`src/rtl/csk_pkg.sv`:
```
package csk_pkg;

    // Number of segments in the adder.
    localparam int NSEG = 4;

    // Lowest bit index of segment idx, given the four segment widths.
    function automatic int seg_lo(input int idx, input int w0, input int w1,
                                  input int w2, input int w3);
        int acc;
        acc = 0;
        if (idx > 0) acc += w0;
        if (idx > 1) acc += w1;
        if (idx > 2) acc += w2;
        if (idx > 3) acc += w3;
        return acc;
    endfunction

    // Per-segment carry summary.
    typedef struct packed {
        logic prop;   // every bit pair differs
        logic gen;    // carry produced inside the segment
    } csk_grp_t;

endpackage

```
`src/rtl/csk_ripple_chain.sv`:
```
module csk_ripple_chain #(
    parameter int   W       = 4,
    parameter logic CIN_VAL = 1'b0
) (
    input  logic [W-1:0] a_i,
    input  logic [W-1:0] b_i,
    output logic [W-1:0] sum_o,
    output logic         cout_o
);

    logic [W:0] carry_d;

    always_comb begin
        carry_d[0] = CIN_VAL;
        for (int i = 0; i < W; i++) begin
            sum_o[i]       = a_i[i] ^ b_i[i] ^ carry_d[i];
            carry_d[i+1]   = (a_i[i] & b_i[i]) | ((a_i[i] ^ b_i[i]) & carry_d[i]);
        end
        cout_o = carry_d[W];
    end

endmodule

```
`src/rtl/csk_segment.sv`:
```
module csk_segment #(
    parameter int W = 4
) (
    input  logic [W-1:0] a_i,
    input  logic [W-1:0] b_i,
    input  logic         cin_i,
    output logic [W-1:0] sum_o,
    output logic         cout_o,
    output logic         grp_p_o
);

    logic [W-1:0] lane0_sum, lane1_sum;
    logic         lane0_cout, lane1_cout;
    csk_pkg::csk_grp_t grp_d;

    csk_ripple_chain #(.W(W), .CIN_VAL(1'b0)) lane0_i (
        .a_i   (a_i),
        .b_i   (b_i),
        .sum_o (lane0_sum),
        .cout_o(lane0_cout)
    );

    csk_ripple_chain #(.W(W), .CIN_VAL(1'b1)) lane1_i (
        .a_i   (a_i),
        .b_i   (b_i),
        .sum_o (lane1_sum),
        .cout_o(lane1_cout)
    );

    always_comb begin
        grp_d.prop = &(a_i ^ b_i);
        grp_d.gen  = cin_i ? lane1_cout : lane0_cout;
        sum_o      = cin_i ? lane1_sum : lane0_sum;
        cout_o     = grp_d.prop ? cin_i : grp_d.gen;
        grp_p_o    = grp_d.prop;
    end

endmodule

```
`src/rtl/csk_adder.sv`:
```
module csk_adder #(
    parameter int SEG0_W = 4,
    parameter int SEG1_W = 6,
    parameter int SEG2_W = 18,
    parameter int SEG3_W = 4,
    localparam int WIDTH = SEG0_W + SEG1_W + SEG2_W + SEG3_W
) (
    input  logic [WIDTH-1:0] a_i,
    input  logic [WIDTH-1:0] b_i,
    input  logic             cin_i,
    output logic [WIDTH-1:0] sum_o,
    output logic             cout_o
);

    localparam int NSEG = csk_pkg::NSEG;
    localparam int SEG_W [NSEG] = '{SEG0_W, SEG1_W, SEG2_W, SEG3_W};

    logic [NSEG:0]   carry_w;
    logic [NSEG-1:0] grp_p_w;

    assign carry_w[0] = cin_i;

    for (genvar k = 0; k < NSEG; k++) begin : g_seg
        localparam int LO = csk_pkg::seg_lo(k, SEG0_W, SEG1_W, SEG2_W, SEG3_W);
        localparam int W  = SEG_W[k];

        csk_segment #(.W(W)) seg_i (
            .a_i    (a_i[LO +: W]),
            .b_i    (b_i[LO +: W]),
            .cin_i  (carry_w[k]),
            .sum_o  (sum_o[LO +: W]),
            .cout_o (carry_w[k+1]),
            .grp_p_o(grp_p_w[k])
        );
    end

    assign cout_o = carry_w[NSEG];

endmodule

```
`config.mk`:
```
export PLATFORM = sky130hd
export DESIGN_NAME = csk_adder
export DESIGN_NICKNAME = d
export VERILOG_FILES = /design/src/rtl/csk_pkg.sv /design/src/rtl/csk_ripple_chain.sv /design/src/rtl/csk_segment.sv /design/src/rtl/csk_adder.sv
export SDC_FILE = /design/constraint.sdc
export NUM_CORES = 1
export LEC_CHECK = 0
export CORE_MARGIN = 2
export CORE_UTILIZATION = 36
export DETAILED_ROUTE_END_ITERATION = 12
export PLACE_DENSITY = 0.82
export SYNTH_ARGS = -nofsm -noshare
export SYNTH_HDL_FRONTEND = slang
export SYNTH_SLANG_ARGS = --single-unit
```
`constraint.sdc`:
```
create_clock -name vclk -period 24.9
set_clock_uncertainty 0.1 [all_clocks]
set_input_delay 4.98 -clock vclk [all_inputs]
set_output_delay 4.98 -clock vclk [all_outputs]
set_load 0.02 [all_outputs]
```
* Yosys cells after proc, flatten, opt, wreduce, memory -nomap -nowiden
Cells that the tools add are included.
** Cells by class
- $add $sub $neg :: 0
- Multipliers :: 0
- Divide/modulo/power cells :: 0
- Magnitude comparators :: 0
- Equality and inequality tests :: 0
- Shift-type cells :: 0
- Mux-type cells :: 12
- Bitwise logic cells :: 244
- Reduce and logical (&&, ||, !) cells :: 4
** Operator list (number)
- 1-bit AND :: 88
- 1-bit XOR :: 88
- 1-bit OR :: 60
- 18-bit 2-to-1 mux :: 1
- 18-bit AND reduction :: 1
- 18-bit XOR :: 1
- 1-bit 2-to-1 mux :: 8
- 4-bit 2-to-1 mux :: 2
- 4-bit AND reduction :: 2
- 4-bit XOR :: 2
- 6-bit 2-to-1 mux :: 1
- 6-bit AND reduction :: 1
- 6-bit XOR :: 1
- 1-bit inverter :: 4
** Storage, ports and cells
- Bits in registers :: 0
- Bits in latches :: 0
- RAM bits :: 0
- ROM bits :: 0
- Bits of input ports :: 65
- Output and inout port bits :: 33
- Logic and storage cells :: 260
- Memories kept :: 0

* Logic depth before layout (Yosys ltp)
- Depth in word-level cells :: 40
- Mapped depth :: 43
- Gate-level depth less buffers :: 43

* Hierarchy
Synthesis repeated with hierarchy kept, for this count alone.
** Unflattened totals
- Cell total of the unflattened synthesis :: 214
- Area, all modules :: 2264.7 sq um
** Modules (own cells, without submodules)
- csk_segment (g_seg[2].seg_i) :: instances 1, cells an instance 48, area each 434.2 sq um, sequential area each 0.0 sq um
- csk_ripple_chain (g_seg[2].seg_i.lane1_i) :: instances 1, cells an instance 27, area each 386.6 sq um, sequential area each 0.0 sq um
- csk_ripple_chain (g_seg[2].seg_i.lane0_i) :: instances 1, cells an instance 23, area each 371.6 sq um, sequential area each 0.0 sq um
- csk_segment (g_seg[0].seg_i ...) :: instances 2, cells an instance 13, area each 113.9 sq um, sequential area each 0.0 sq um
- csk_ripple_chain (g_seg[0].seg_i.lane1_i ...) :: instances 2, cells an instance 13, area each 106.4 sq um, sequential area each 0.0 sq um
- csk_ripple_chain (g_seg[0].seg_i.lane0_i ...) :: instances 2, cells an instance 9, area each 91.3 sq um, sequential area each 0.0 sq um
- csk_segment (g_seg[1].seg_i) :: instances 1, cells an instance 20, area each 171.4 sq um, sequential area each 0.0 sq um
- csk_ripple_chain (g_seg[1].seg_i.lane1_i) :: instances 1, cells an instance 15, area each 146.4 sq um, sequential area each 0.0 sq um
- csk_ripple_chain (g_seg[1].seg_i.lane0_i) :: instances 1, cells an instance 11, area each 131.4 sq um, sequential area each 0.0 sq um

* Least setup slack after synthesis
OpenSTA, ideal clock, no wires.
- Path kind :: in2out
- Start point :: input port a_i[0]
- End point :: output port sum_o[31]
- Data arrival time :: 17151 ps
- Data required time :: 19820 ps
- Slack :: 2669 ps
- Stages :: 41
- Path buffers :: 0
- Cell sequence :: ha_1 -> nor2_1 -> a21oi_1 -> fa_1 -> fa_1 -> fa_1 -> mux2i_1 -> mux2i_1 -> fa_1 -> fa_1 -> fa_1 -> fa_1 -> fa_1 -> o21ai_1 -> o31a_1 -> o21ai_0 -> fa_1 -> fa_1 -> [... 5 more ...] -> fa_1 -> fa_1 -> fa_1 -> fa_1 -> fa_1 -> fa_1 -> fa_1 -> fa_1 -> fa_1 -> fa_1 -> inv_1 -> mux2i_2 -> mux2i_1 -> fa_1 -> fa_1 -> inv_1 -> fa_1 -> inv_1
** On the way
- Longest elaborated chain between the ends :: 15
- Elaborated cells between the ends (all ways) :: 24
- Those cells by class :: mux: 7; bitwise: 16; reduce/logical: 1
** Ends and longest elaborated chain
- start, declared :: RTL line csk_adder.sv:8 : input logic [WIDTH-1:0] a_i,
- 1-bit AND / 1-bit XOR (equally long branches) :: RTL line csk_ripple_chain.sv:17 : carry_d[i+1] = (a_i[i] & b_i[i]) | ((a_i[i] ^ b_i[i]) & carry_d[i]);
- 1-bit OR :: RTL line csk_ripple_chain.sv:17
- 1-bit AND :: RTL line csk_ripple_chain.sv:17
- 1-bit OR :: RTL line csk_ripple_chain.sv:17
- 1-bit AND :: RTL line csk_ripple_chain.sv:17
- 1-bit OR :: RTL line csk_ripple_chain.sv:17
- 1-bit AND :: RTL line csk_ripple_chain.sv:17
- 1-bit OR :: RTL line csk_ripple_chain.sv:17
- 1-bit 2-to-1 mux :: RTL line csk_segment.sv:32 : grp_d.gen = cin_i ? lane1_cout : lane0_cout;
- 1-bit 2-to-1 mux (*) :: RTL line csk_segment.sv:34 : cout_o = grp_d.prop ? cin_i : grp_d.gen;
- 1-bit 2-to-1 mux :: RTL line csk_segment.sv:32
- 1-bit 2-to-1 mux (*) :: RTL line csk_segment.sv:34
- 1-bit 2-to-1 mux :: RTL line csk_segment.sv:32
- 1-bit 2-to-1 mux (*) :: RTL line csk_segment.sv:34
- 4-bit 2-to-1 mux (*) :: RTL line csk_segment.sv:33 : sum_o = cin_i ? lane1_sum : lane0_sum;
- end, declared :: RTL line csk_adder.sv:11 : output logic [WIDTH-1:0] sum_o,
Every way passes the cells marked *; elsewhere a longest branch is shown, timed or not.

* Worst setup path after layout
Same ends and word-level chain as after synthesis.

==> out/results.md <==
| Group | Result | Value |
|---|---|---|
| worst setup path | Buffers plus inverters on the worst setup path | 5 |
| global route | All-layer global routing usage | 17.3% |
| sta | Number of hold violations in the final report | 0 |
| detailed routing | Routed via count divided by cell count | 4.54 |
| cts | Post_cts resized | 0 |
| flow run | Max-Cap Viols | 0 |
| detailed routing | Antenna-violating nets left | 0 |
| sta | Crit path time final | 23.98 ns |
| worst setup path | Critical path capture point | sum_o[31] |
| pwr | Combinational fraction of design power | 100.0% |
| cts | Count of hold-fix buffers inserted at cts | 0 |
| synthesis | Share of synthesized area spent on multiplexers | 3.39% |
| die | Num rows | 21 |
| synthesis | Dominant cell type by area after synthesis | fa_1 |
| detailed routing | 1st-iter DRT viols | 5 |
| status | Outcome | finished, final reports clean |
| place | Half-perimeter wire length of the detailed placement result | 3200 um |
| synthesis | Post-synthesis cell type count | 20 |
| worst setup path | Worst Setup Start Kind | input port |
| die | Ports | 98 |
| cells and area | Antenna cells | 0 |
| worst setup path | Logic depth of the worst path, buffers included | 43 |
| synthesis | Largest family of logic cells by synthesized area | adder cells |
| cells and area | Final Cell Area | 2330 um2 |
| global route | Wire length of the first global-routing pass | 5690 um |
| synthesis | Adder-Cell Fraction of Synth Area | 78.2% |
| detailed routing | DRC violations left | 0 |
| sta | Final-report setup violation count | 0 |
| pwr | Internal | 0.0369 mW |
| global route | Largest net degree at the start of global routing | 5 |
| cells and area | Sequential cell area | 0 um2 |
| sta | RSZ-0062 raised after global routing | false |
| synthesis | Yosys top cell area share | 43.4% |
| worst setup path | Stage delay of the slowest cell on the critical path | 0.59 ns |
| worst setup path | Worst setup path class | input port to output pin |
| pwr | Power density over cell area | 30.3 nW/um2 |
| die | Area of the die | 4090 um2 |
| detailed routing | Vias after detailed routing | 1131 |
| synthesis | Synthesized-area fraction occupied by ao, oa, aoi and oai cells | 2.42% |
| sta | Final Max Tran Viols | 0 |
| pwr | Leakage dissipation | 1.03 nW |
| cells and area | Clock buffer count in the final layout | 0 |
| detailed routing | Detailed-route wire length | 3350 um |
| synthesis | Nets in the synthesized netlist | 234 |
| cells and area | Ratio of cells with drive above 1 in the final layout | 2.46% |
| die | Starting utilization of the core area | 38.1% |
| sta | Worst slack on hold paths | 11.04 ns |
| worst setup path | Cell mode on critical path | fa_1 |
| die | Core box area | 3390 um2 |
| pwr | Switching share of total power | 47.8% |
| die | Die width | 63.9 um |
| sta | Max Clock Freq | 0.0417 GHz |
| synthesis | Number of instances in the synthesized netlist | 105 |
| cells and area | Layout-stage area growth over the synthesis result | 80.3% |
| cells and area | Fill count | 249 |
| global route | Total congestion overflow after global routing | 0 |
| pwr | Net switching power of the design | 0.0337 mW |
| synthesis | Fraction of synthesized cell area in xor and xnor cells | 2.71% |
| cts | Post-CTS setup repair buffer count | 0 |
| cells and area | Num sequential | 0 |
| worst setup path | Required time of the worst setup path | 19.82 ns |
| place | Gpl congestion | 0.821 |
| synthesis | Synthesized-area fraction occupied by and/or/nand/nor cells | 8.91% |
| place | Total of buffers placed on input and output ports | 98 |
| die | Die H | 63.9 um |
| worst setup path | Worst setup EP type | output pin |
| synthesis | Mean cell area of the mapped netlist | 12.3 um2 |
| pwr | Clock Power Share | 0% |
| detailed routing | Average detailed-routed wire length per instance | 13.5 um |
| worst setup path | Arrival time of the worst setup path | 18.90 ns |
| synthesis | Count of yosys warnings during synthesis | 0 |
| worst setup path | Worst-path fanout max | 4 |
| synthesis | Sequential-to-total area share from yosys stat | 0% |
| pwr | Maximum vdd drop | 0.0000176 V |
| sta | Worst slew slack as a fraction of its limit | 67.9% |
| worst hold path | Min-Delay Path Depth | 3 |
| worst setup path | Top delay family on crit path | adder cells |
| synthesis | Post-Synthesis Cell Area | 1290 um2 |
| global route | Number of antenna violations at the first check in global routing | 0 |
| global route | Number of global-route vias before repair | 1360 |
| detailed routing | DRT Pass-1 Iters | 3 |
| sta | Setup_tns | 0 ns |
| place | Placement-stage cell area | 2330 um2 |
| worst setup path | CP Launch Point | a_i[0] |
| cells and area | Post-layout nets | 334 |
| sta | Worst-margin pin slew | 0.468 ns |
| pwr | Fraction of power consumed by sequential logic | 0% |
| worst hold path | Worst min path class | input port to output pin |
| sta | Final period utilization | 96.3% |
| synthesis | Top area cells in the synthesized netlist | fa_1, ha_1, inv_1 |
| worst setup path | CP max-delay cell | clkdlybuf4s50_1 |
[metrics by stage]
stage / worst slack [ns] / total power, mW / std cells / utilization [%]
after floorplan: 2.67 / 0.0362 / 105 / -
after global placement: 1.16 / 0.0693 / 249 / 68.8
after detailed placement: 0.875 / 0.0712 / 249 / 68.8
after CTS: 0.841 / 0.0718 / 249 / 68.8
after global routing: 0.270 / 0.0766 / 249 / 68.8
final: 0.916 / 0.0706 / 249 / 68.8
[power by group through the flow]
stage / clock network [mW] / registers [mW] / logic, mW
floorplan: 0 / 0 / 0.0362
global placement: 0 / 0 / 0.0693
CTS: 0 / 0 / 0.0718
detailed placement: 0 / 0 / 0.0712
global route: 0 / 0 / 0.0766
finish: 0 / 0 / 0.0706
[layout by cell type (no fill, tap or decap), types with 2 or more instances in the layout]
master            n
fa_1             28
clkdlybuf4s50_1  98
nand4_1           5
xnor2_1           2
inv_1            15
nand2_1           2
xor2_1            2
ha_1             36
mux2i_1           3
[worst min-delay path by stage]
stage,startpoint,to,slack (ns)
2_1_floorplan,cin_i,sum_o[0],9.98
3_3_place_gp,cin_i,sum_o[0],11.03
3_5_place_dp,cin_i,sum_o[0],11.03
4_1_cts,cin_i,sum_o[0],11.04
5_1_grt,cin_i,sum_o[0],11.08
6_report,cin_i,sum_o[0],11.04
[synth_stat cells]
cell type,number
a21oi_1,1
and4_1,1
fa_1,28
ha_1,36
inv_1,15
mux2i_1,3
mux2i_2,1
nand2_1,2
nand2_8,1
nand3_2,1
nand4_1,5
nand4_2,1
nor2_1,1
nor4_4,1
o21a_1,1
o21ai_0,1
o21ai_1,1
o31a_1,1
xnor2_1,2
xor2_1,2
[tightest hold or removal path: stages]
cell,delay (ns)
clkdlybuf4s50_1,0.55
xor2_1,0.09
clkdlybuf4s50_1,0.54
[logic make-up after synthesis]
logic type | after synthesis
mux | 4
xor+xnor | 4
simple gates | 13
fa+ha+maj | 64
buf+inv | 15
compound gates | 5
[cell type report]
class              instances  area (um2)  area share, %
multi-input cells         90        1240           53.0
inverters                 15        56.3           2.42
well taps                 46        57.6           2.47
repair buffers            98         981           42.1
[routing by layer]
| layer | share of wire, % | global-route usage, % |
|---|---|---|
| met2 | 56 | 35.2 |
| met3 | 11 | 5.46 |
| met4 | 0.51 | 0.815 |
| met1 | 33 | 17.6 |
| met5 | 0 | 0 |
Power figures use the tool's default switching activity.
